**src/rtl/tpx_pkg.sv**
```systemverilog
package tpx_pkg;

    localparam int BYTE_W = 8;
    localparam logic [15:0] CRC_REFL_POLY = 16'hA001;

    typedef logic [BYTE_W-1:0] byte_t;

    typedef enum logic [1:0] {
        S_IDLE = 2'd0,
        S_WENQ = 2'd1,
        S_SEND = 2'd2,
        S_WACK = 2'd3
    } seq_state_e;

    typedef enum logic {
        REQ_TOKEN = 1'b0,
        REQ_ENQ   = 1'b1
    } req_kind_e;

    typedef struct packed {
        logic delivered;
        logic avail;
    } status_t;

    typedef struct packed {
        byte_t dest;
        byte_t len;
    } job_t;

    function automatic logic [15:0] crc16_step(logic [15:0] c, byte_t b);
        logic [15:0] r;
        r = c ^ {8'h00, b};
        for (int k = 0; k < BYTE_W; k++) begin
            r = r[0] ? ((r >> 1) ^ CRC_REFL_POLY) : (r >> 1);
        end
        return r;
    endfunction

endpackage

```
**src/rtl/tpx_crc16.sv**
```systemverilog
module tpx_crc16
    import tpx_pkg::*;
(
    input  logic        clk,
    input  logic        rst,
    input  logic        clr,
    input  logic        step,
    input  byte_t       din,
    output logic [15:0] crc
);
    always_ff @(posedge clk) begin
        if (rst || clr) begin
            crc <= 16'h0000;
        end else if (step) begin
            crc <= crc16_step(crc, din);
        end
    end
endmodule

```
**src/rtl/tpx_reply_timer.sv**
```systemverilog
module tpx_reply_timer #(
    parameter int LIMIT = 64
) (
    input  logic clk,
    input  logic rst,
    input  logic en,
    output logic expire
);
    localparam int CNT_W = $clog2(LIMIT + 1);
    localparam logic [CNT_W-1:0] LAST = CNT_W'(LIMIT - 1);

    logic [CNT_W-1:0] cnt_q;

    assign expire = en && (cnt_q == LAST);

    always_ff @(posedge clk) begin
        if (rst || !en) begin
            cnt_q <= '0;
        end else begin
            cnt_q <= cnt_q + 1'b1;
        end
    end

    // a wait never outlasts its window
    p_wait_bounded_r6: assert property (@(posedge clk) disable iff (rst)
        en |-> (cnt_q < CNT_W'(LIMIT)));
endmodule

```
**src/rtl/tpx_frame_gen.sv**
```systemverilog
module tpx_frame_gen
    import tpx_pkg::*;
#(
    parameter int ADDR_W = 11
) (
    input  logic              clk,
    input  logic              rst,
    input  logic              start,
    input  job_t              job,
    input  logic [ADDR_W-1:0] base,
    output logic [ADDR_W-1:0] buf_addr,
    input  byte_t             buf_rdata,
    output logic              tx_valid,
    output byte_t             tx_byte,
    output logic              tx_last,
    output logic              done
);
    localparam int POS_W = BYTE_W + 1;

    logic             run_q;
    logic [POS_W-1:0] pos_q;
    logic [POS_W-1:0] len_ext, crc_lo_pos, last_pos;
    logic [15:0]      crc;
    byte_t            cur_byte;
    logic             crc_step;

    assign len_ext    = {1'b0, job.len};
    assign crc_lo_pos = len_ext + POS_W'(2);
    assign last_pos   = len_ext + POS_W'(3);
    assign done       = run_q && (pos_q == last_pos);
    assign crc_step   = run_q && (pos_q < crc_lo_pos);
    assign buf_addr   = base + ADDR_W'(pos_q) - ADDR_W'(2);

    always_comb begin
        if (pos_q == '0) begin
            cur_byte = job.dest;
        end else if (pos_q == POS_W'(1)) begin
            cur_byte = job.len;
        end else if (pos_q == crc_lo_pos) begin
            cur_byte = crc[7:0];
        end else if (pos_q == last_pos) begin
            cur_byte = crc[15:8];
        end else begin
            cur_byte = buf_rdata;
        end
    end

    tpx_crc16 u_crc (
        .clk  (clk),
        .rst  (rst),
        .clr  (start),
        .step (crc_step),
        .din  (cur_byte),
        .crc  (crc)
    );

    always_ff @(posedge clk) begin
        if (rst) begin
            run_q    <= 1'b0;
            pos_q    <= '0;
            tx_valid <= 1'b0;
            tx_last  <= 1'b0;
            tx_byte  <= '0;
        end else begin
            tx_valid <= run_q;
            tx_last  <= done;
            if (run_q) begin
                tx_byte <= cur_byte;
            end
            if (start) begin
                run_q <= 1'b1;
                pos_q <= '0;
            end else if (run_q) begin
                if (done) begin
                    run_q <= 1'b0;
                end else begin
                    pos_q <= pos_q + 1'b1;
                end
            end
        end
    end

    // bytes only leave while a frame is running
    p_byte_in_frame_r4: assert property (@(posedge clk) disable iff (rst)
        tx_valid |-> $past(run_q));
    // the flagged final byte closes the stream
    p_last_closes_r5: assert property (@(posedge clk) disable iff (rst)
        tx_last |=> !tx_valid);
endmodule

```
**src/rtl/tpx_seq_top.sv**
```systemverilog
module tpx_seq_top
    import tpx_pkg::*;
#(
    parameter int ADDR_W    = 11,
    parameter int REPLY_TMO = 64
) (
    input  logic              clk,
    input  logic              rst,
    input  logic              tx_enable,
    input  logic              tx_disable,
    input  logic [7:0]        dest_in,
    input  logic [7:0]        len_in,
    input  logic [ADDR_W-1:0] base_in,
    input  logic [7:0]        next_id,
    input  logic              token_in,
    input  logic              rx_ack,
    input  logic              rx_nak,
    input  logic [1:0]        irq_mask,
    output logic [ADDR_W-1:0] buf_addr,
    input  logic [7:0]        buf_rdata,
    output logic              req_valid,
    output logic              req_kind,
    output logic [7:0]        req_dst,
    output logic              tx_valid,
    output logic [7:0]        tx_byte,
    output logic              tx_last,
    output logic              st_avail,
    output logic              st_delivered,
    output logic              irq
);
    localparam int NSTAT = 2;

    seq_state_e        st_q;
    job_t              job_q;
    logic [ADDR_W-1:0] base_q;
    logic              pending_q, cancel_q;
    status_t           stat_q;
    logic              start, gen_done, waiting, expire;
    logic [NSTAT-1:0]  stat_vec, irq_bits;

    assign waiting = (st_q == S_WENQ) || (st_q == S_WACK);
    assign start   = (st_q == S_WENQ) && rx_ack;

    tpx_reply_timer #(.LIMIT(REPLY_TMO)) u_timer (
        .clk    (clk),
        .rst    (rst),
        .en     (waiting),
        .expire (expire)
    );

    tpx_frame_gen #(.ADDR_W(ADDR_W)) u_gen (
        .clk       (clk),
        .rst       (rst),
        .start     (start),
        .job       (job_q),
        .base      (base_q),
        .buf_addr  (buf_addr),
        .buf_rdata (buf_rdata),
        .tx_valid  (tx_valid),
        .tx_byte   (tx_byte),
        .tx_last   (tx_last),
        .done      (gen_done)
    );

    always_ff @(posedge clk) begin
        if (rst) begin
            st_q      <= S_IDLE;
            job_q     <= '0;
            base_q    <= '0;
            pending_q <= 1'b0;
            cancel_q  <= 1'b0;
            stat_q    <= '{delivered: 1'b0, avail: 1'b1};
            req_valid <= 1'b0;
            req_kind  <= REQ_TOKEN;
            req_dst   <= '0;
        end else begin
            req_valid <= 1'b0;
            if (tx_enable && !pending_q) begin
                pending_q        <= 1'b1;
                cancel_q         <= 1'b0;
                job_q            <= '{dest: dest_in, len: len_in};
                base_q           <= base_in;
                stat_q.avail     <= 1'b0;
                stat_q.delivered <= 1'b0;
            end
            if (tx_disable && pending_q) begin
                cancel_q <= 1'b1;
            end
            case (st_q)
                S_IDLE: begin
                    if (token_in) begin
                        req_valid <= 1'b1;
                        if (pending_q && !cancel_q) begin
                            req_kind <= REQ_ENQ;
                            req_dst  <= job_q.dest;
                            st_q     <= S_WENQ;
                        end else begin
                            req_kind <= REQ_TOKEN;
                            req_dst  <= next_id;
                            if (pending_q) begin
                                pending_q    <= 1'b0;
                                cancel_q     <= 1'b0;
                                stat_q.avail <= 1'b1;
                            end
                        end
                    end
                end
                S_WENQ: begin
                    if (rx_ack) begin
                        st_q <= S_SEND;
                    end else if (rx_nak || expire) begin
                        req_valid <= 1'b1;
                        req_kind  <= REQ_TOKEN;
                        req_dst   <= next_id;
                        st_q      <= S_IDLE;
                    end
                end
                S_SEND: begin
                    if (gen_done) begin
                        st_q <= S_WACK;
                    end
                end
                S_WACK: begin
                    if (rx_ack || expire) begin
                        stat_q.delivered <= rx_ack;
                        stat_q.avail     <= 1'b1;
                        pending_q        <= 1'b0;
                        cancel_q         <= 1'b0;
                        req_valid        <= 1'b1;
                        req_kind         <= REQ_TOKEN;
                        req_dst          <= next_id;
                        st_q             <= S_IDLE;
                    end
                end
                default: st_q <= S_IDLE;
            endcase
        end
    end

    assign stat_vec = {stat_q.delivered, stat_q.avail};

    for (genvar g = 0; g < NSTAT; g++) begin : g_irq
        assign irq_bits[g] = stat_vec[g] & irq_mask[g];
    end

    assign irq          = |irq_bits;
    assign st_avail     = stat_q.avail;
    assign st_delivered = stat_q.delivered;

    // an armed attempt keeps the transmitter busy
    p_busy_while_armed_r2: assert property (@(posedge clk) disable iff (rst)
        pending_q |-> !st_avail);
    // an enquiry is always followed by waiting for its reply
    p_enq_then_wait_r3: assert property (@(posedge clk) disable iff (rst)
        (req_valid && req_kind == REQ_ENQ) |-> (st_q == S_WENQ));
    // a refused enquiry passes the token and keeps the attempt
    p_nak_keeps_job_r6: assert property (@(posedge clk) disable iff (rst)
        (st_q == S_WENQ && rx_nak && !rx_ack) |=>
            (pending_q && !st_avail && req_valid && req_kind == REQ_TOKEN));
    // acknowledged data marks delivery
    p_ack_delivers_r7: assert property (@(posedge clk) disable iff (rst)
        (st_q == S_WACK && rx_ack) |=> (st_delivered && st_avail && !pending_q));
endmodule

```
**config.mk**
```make
export PLATFORM = sky130hd
export DESIGN_NAME = tpx_seq_top
export DESIGN_NICKNAME = d
export VERILOG_FILES = /design/src/rtl/tpx_pkg.sv /design/src/rtl/tpx_crc16.sv /design/src/rtl/tpx_reply_timer.sv /design/src/rtl/tpx_frame_gen.sv /design/src/rtl/tpx_seq_top.sv
export SDC_FILE = /design/constraint.sdc
export NUM_CORES = 1
export LEC_CHECK = 0
export ABC_AREA = 1
export ABC_CLOCK_PERIOD_IN_PS = 5800
export BUFFER_PORTS_ARGS = -buffer_cell sky130_fd_sc_hd__clkbuf_2
export CORE_ASPECT_RATIO = 1.5
export CORE_UTILIZATION = 45
export DETAILED_ROUTE_END_ITERATION = 8
export GPL_ROUTABILITY_DRIVEN = 0
export GPL_TIMING_DRIVEN = 0
export PLACE_DENSITY_LB_ADDON = 0.15
export SKIP_CTS_REPAIR_TIMING = 1
export SYNTH_ARGS = -nofsm -noshare
export SYNTH_HDL_FRONTEND = slang
export SYNTH_SLANG_ARGS = --single-unit
```
**constraint.sdc**
```tcl
create_clock -name clk -period 5.8 [get_ports clk]
set_clock_uncertainty 0.2 [all_clocks]
set_input_delay 1.16 -clock clk [delete_from_list [all_inputs] [get_ports clk]]
set_output_delay 1.16 -clock clk [all_outputs]
set_load 0.02 [all_outputs]
```
==> flow_summary_export.csv, run 1 <==
group,metric,value,unit
routing,drt_iter0_drc,245,
die,die_w,92.3,um
yosys,synthAdderAreaFrac,9.01,%
die,core-area,0.0120,sq mm
place,portBuffers,84,
die,io_pins,86,
critical_path,cp.required,4440,ps
clock_network,cts.sinks,86,
sta,rsz0062_at_grt,"no",
sta,report.final.slew_viol_count,0,
clock_network,path_clk_slew,70,ps
flow_run,drv_cap,0,
critical_path,crit_type,"register to primary output",
clock_network,cts_made_buffers,9,
critical_path,slowest_delay,490,ps
critical_path,path_common_cell,"nor2_1",
place,place_hpwl,12.7,mm
layout,area_growth,17.2,%
yosys,ys.flop_type,"dfxtp_1",
routing,via_per_inst,5.22,
global_routing,grt_max_degree,16,
die,die-area,0.0127,sq mm
sta,fmax,0.216,GHz
critical_path,cp.arrival,3280,ps
routing,dr.pass1.iters,5,
yosys,yosysMostFrequentCell,"nand2_1",
yosys,synth_nets,889,
yosys,synth_top_area_cell,"dfxtp_1",
power_and_ir_drop,ir_drop,191,uV
die,die_y,137,um
critical_path,slowest_stage,"dfxtp_1",
layout,final_cell_area,0.00644,sq mm
yosys,yosysTopAreaCellShare,31.3,%
layout,n_antenna_cell,0,
yosys,ys_top_cells_by_count,"nand2_1 (142), inv_1 (120), dfxtp_1 (86)",
yosys,syn_avg_cell_area,6.89,sq um
yosys,synthArstFlopShare,0,%
yosys,synth_compound_area_share,17.0,%
sta,finalSetupViolations,0,
yosys,synthCells,798,
yosys,netlist_area,0.00550,sq mm
global_routing,grt_pass1_vias,5388,
die,initial_utilization,46.0,%
routing,drc,0,
yosys,synth_top_family_by_area,"simple AND/OR/NAND/NOR gates",
sta,worst_slew_pin_slew,801,ps
sta,layout_setup_ws,1160,ps
global_routing,grt_use_total,25.3,%
yosys,yosys.area_share.simple,28.5,%
yosys,yosys-top-cells-area,"dfxtp_1 (31%), nand2_1 (9.7%), ha_1 (8.6%)",
power_and_ir_drop,pwr_density_cell,429,mW/mm^2
min_path,hold_path_class,"register to register",
critical_path,cp-start-kind,"register",
yosys,yosysSeqAreaShare,31.3,%
routing,wl_per_cell,14.8,um
sta,final_hold_viol_count,0,
yosys,yosys-mux-area-fraction,0,%
critical_path,crit_chain,"inv_1 > ha_1 > inv_1 > ha_1 > nand2_1 > nor2_1 > a211oi_1 > o21ai_0 > a21oi_1 > nor2_1 > nor2_1 > o21ai_0 > a21oi_1 > xor2_1 > clkbuf_2",
outcome,run_status,"finished, final reports clean",
critical_path,cp-end-kind,"primary output",
die,rows,49,
sta,slew_headroom,46.4,%
yosys,synth_edf_count,0,
sta,fin_crit_sh,79.9,%
sta,fin_tns_setup,0,ps
place,place_ws,1500,ps
routing,wl,15.5,mm
global_routing,grt_overflow,0,
critical_path,cp_max_fo,7,
clock_network,htreeDepth,3,
yosys,synth_cell_types,37,
clock_network,cts_root_buf,"clkbuf_16",
global_routing,antenna_found_initial,0,
clock_network,clock_latency,340,ps
yosys,yosysWarnings,0,
global_routing,grt_pass1_wl,24.6,mm
clock_network,clockBufferDepth,2,
yosys,ys_ff_latch,86,
layout,final_nets,984,
place,placed_cell_area,0.00611,sq mm
routing,vias,5488,
yosys,synthXorXnorAreaFrac,3.19,%
routing,ant_nets,0,
sta,finalCriticalPeriod,4640,ps
power_and_ir_drop,p_leak,3.14,nW
layout,drive_above_1_share,19.5,%
power_and_ir_drop,power,0.00276,W
clock_network,cts_tree,"yes",
[cell usage in the layout (no fill, tap or decap), drive strengths merged]
cell type | netlist | final
nor4 | 2 | 2
buf | 11 | 11
o2111ai | 2 | 2
nand2 | 182 | 182
ha | 38 | 38
xor2 | 13 | 13
nor2 | 59 | 59
clkbuf | 13 | 107
clkinv | 1 | 3
nand3 | 58 | 58
xnor2 | 7 | 7
inv | 130 | 131
nand4 | 8 | 8
dfxtp | 86 | 86
a22o | 1 | 1
nor3 | 15 | 15
o21ai | 78 | 78
a21oi | 64 | 64
o221ai | 2 | 2
nor3b | 2 | 2
or2 | 1 | 1
clkinvlp | 0 | 1
bufinv | 0 | 2
a31oi | 1 | 1
fa | 1 | 1
o211ai | 7 | 7
a211oi | 15 | 15
a21o | 1 | 1
[state kept, by name, summed over array words and instances (netlist names), named ones only]
register	flops
u_gen.tx_byte	8
req_kind	1
st_avail	1
u_timer.cnt_q	7
job_q	16
req_valid	1
st_q	1
u_gen.tx_valid	1
u_gen.tx_last	1
u_gen.pos_q	9
st_delivered	1
u_gen.u_crc.crc	16
base_q	11
pending_q	1
cancel_q	1
u_gen.run_q	1
req_dst	8
[worst max-delay path, delay by kind of cell (launching register included)]
family                   cells  cell delay, ps
AO/OA/AOI/OAI                5             950
adder cells (fa/ha/maj)      2             630
flip-flops                   1             490
buffers and inverters        3             370
AND/OR/NAND/NOR              4             330
XOR/XNOR                     1             160
[worst paths after layout]
path,start,to,slack [ps],depth (start not counted)
max,u_gen.pos_q[3],buf_addr[10],1160,15
min,u_timer.cnt_q[0],u_timer.cnt_q[0],250,1
max reg2reg,job_q[2],u_gen.u_crc.crc[15],2120,24
min reg2reg,u_timer.cnt_q[0],u_timer.cnt_q[0],250,1
[where the power goes]
group | total, W | leakage [nW] | switching [W] | internal [W]
sequential | 0.000788 | 0.705 | 0.0000842 | 0.000704
combinational | 0.00134 | 2.28 | 0.000894 | 0.000441
clock | 0.000639 | 0.161 | 0.000247 | 0.000392
[per-layer routing]
metal / vias to the layer above / track usage [%] / wire length (um) / share of wire (%)
li1: 2783 / - / - / -
met1: 2516 / 23.7 / 5730 / 37
met2: 137 / 50.0 / 8390 / 54
met3: 52 / 3.92 / 486 / 3.1
met4: 0 / 16.7 / 940 / 6.0
met5: - / 0 / 0 / 0
[cells by family after synthesis]
logic type / count (synthesis)
flip-flops: 86
buffers and inverters: 155
XOR/XNOR: 20
adder cells (fa/ha/maj): 39
AO/OA/AOI/OAI: 171
AND/OR/NAND/NOR: 327
[metrics by stage]
stage	hold WS, ps	cells	util [%]
2_1_floorplan	218	798	-
3_3_place_gp	229	1035	51.1
3_5_place_dp	241	1035	51.1
4_1_cts	254	1051	53.9
5_1_grt	278	1051	53.9
6_report	250	1051	53.9
[area by class of cell]
cell class,count,area [sq um]
Buffer,24,115
Clock buffer,10,239
Clock inverter,6,92.6
Fill cell,1194,5510
Inverter,131,492
Multi-Input combinational cell,557,3170
Sequential cell,86,1720
Tap cell,153,191
Timing Repair Buffer,84,420
Note: power is estimated with default switching activity, not from simulation.
==> run 2: changes to the inputs <==
ABC_CLOCK_PERIOD_IN_PS = 4300   (was 5800)
clock period = 4.3 ns   (was 5.8 ns; I/O delays follow)
==> flow_summary_export.csv, run 2 (same netlist as run 1, synthesis figures left out) <==
group,metric,value,unit
global_routing,grt_pass1_wl,24.6,mm
routing,drc,0,
critical_path,critPathLaunch,"u_gen.pos_q[3]",
critical_path,r2r-start,"job_q[2]",
clock_network,cts_made_buffers,9,
sta,final_hold_viol_count,0,
critical_path,cp.required,3240,ps
global_routing,grt_overflow,0,
outcome,run_status,"finished, final reports clean",
sta,rsz0062_at_grt,"no",
sta,fin_hold_ws,251,ps
routing,top_layer_used,"met4",
critical_path,cp-end-kind,"primary output",
routing,vias,5458,
place,portBuffers,84,
sta,fmax,0.246,GHz
clock_network,cts_root_buf,"clkbuf_16",
layout,most-common-layout-cells,"nand2_1 (142), inv_1 (120), dfxtp_1 (84), clkbuf_2 (84), o21ai_0 (76)",
routing,wl,15.6,mm
layout,area_growth,17.3,%
flow_run,drv_cap,0,
die,rows,49,
routing,ant_nets,0,
die,initial_utilization,46.0,%
clock_network,htreeDepth,3,
layout,layout_commonest_cell,"nand2_1",
global_routing,grt_use_total,25.3,%
layout,instances_no_fill,1051,
place,placed_cell_area,0.00611,sq mm
sta,fin_crit_sh,94.7,%
clock_network,path_clk_slew,70,ps
critical_path,reg2reg_depth,24,
layout,final_cell_area,0.00645,sq mm
clock_network,cts.sinks,86,
die,die_y,137,um
routing,dr.pass1.iters,5,
power_and_ir_drop,p_leak,3.14,nW
layout,drive_above_1_share,19.8,%
layout,final_nets,984,
clock_network,clock_latency,340,ps
routing,wl_per_cell,14.8,um
sta,fin_tns_setup,0,ps
routing,wl_met2,8.41,mm
critical_path,cp-endpoint,"buf_addr[10]",
die,die-area,0.0127,sq mm
clock_network,clockBufferDepth,2,
sta,report.final.slew_viol_count,0,
die,core-area,0.0120,sq mm
critical_path,r2r-end,"u_gen.u_crc.crc[15]",
sta,slew_headroom,45.9,%
layout,fillers,1197,
die,die_w,92.3,um
critical_path,cp_max_fo,7,
routing,via_per_inst,5.19,
layout,n_antenna_cell,0,
sta,worst_slew_pin_slew,808,ps
min_path,hold_path_class,"register to register",
critical_path,crit_type,"register to primary output",
clock_network,cts_tree,"yes",
sta,finalSetupViolations,0,
place,place_hpwl,12.7,mm
die,io_pins,86,
global_routing,grt_max_degree,16,
critical_path,cp.arrival,3010,ps
global_routing,antenna_found_initial,0,
critical_path,r2r_slack,620,ps
routing,wl_met3,485,um
global_routing,grt_pass1_vias,5388,
power_and_ir_drop,pwr_density_cell,579,mW/mm^2
routing,wl_met1,5.77,mm
place,dp_cells,1035,
sta,finalCriticalPeriod,4070,ps
power_and_ir_drop,power,0.00373,W
critical_path,cp-start-kind,"register",
routing,drt_iter0_drc,212,
layout,largest_registers,"job_q (16), u_gen.u_crc.crc (16), base_q (11)",
power_and_ir_drop,ir_drop,257,uV
==> run 2: cell types whose count changed in the layout (fill, tap and decap cells not counted) <==
cell / before / now
a211oi_1: 15 / 14
a211oi_2: 0 / 1
dfxtp_1: 86 / 84
dfxtp_2: 0 / 2
o21ai_0: 78 / 76
o21ai_1: 0 / 2
==> run 2: area by class of cell <==
type,count,area [sq um],area share [%]
buffer,24,115,1.78
clock buffer,10,239,3.71
clock inverter,6,92.6,1.44
inverter,131,492,7.62
multi-input combinational,557,3180,49.2
sequential,86,1720,26.7
tap,153,191,2.97
timing repair buffer,84,420,6.52
==> run 2: worst min-delay path by stage <==
stage,depth (start not counted),from,end,slack (ps)
3_3_place_gp,1,u_timer.cnt_q[0],u_timer.cnt_q[0],230
2_1_floorplan,1,u_timer.cnt_q[0],u_timer.cnt_q[0],220
3_5_place_dp,1,u_timer.cnt_q[0],u_timer.cnt_q[0],240
5_1_grt,1,u_timer.cnt_q[0],u_timer.cnt_q[0],280
4_1_cts,2,req_dst[7],req_dst[7],250
6_report,1,u_timer.cnt_q[0],u_timer.cnt_q[0],250
==> run 2: critical path, cell delays in order (launching register included) <==
cell	delay (ps)
dfxtp_2	410
inv_1	120
ha_1	280
inv_1	40
ha_1	350
nand2_1	90
nor2_1	50
a211oi_2	230
o21ai_1	130
a21oi_1	160
nor2_1	60
nor2_1	140
o21ai_0	90
a21oi_1	180
xor2_1	160
clkbuf_2	180
==> run 2: per-layer routing <==
layer  vias up  track usage [%]
met3        49             3.92
met4         0             16.7
met2       125             50.0
met1      2499             23.7
met5         -                0
li1       2785                -
==> run 2: through the flow <==
stage | setup slack (ps) | util, %
4_1_cts | -80.6 | 53.9
3_5_place_dp | 301 | 51.1
5_1_grt | 5.46 | 54.0
3_3_place_gp | 426 | 51.1
2_1_floorplan | 703 | -
6_report | 228 | 54.0
==> run 2: power by group <==
part,internal [W],switching (W),leakage (nW)
Combinational,0.000598,0.00121,2.28
Sequential,0.000949,0.000113,0.706
Clock,0.000529,0.000334,0.161
Total,0.00208,0.00166,3.14
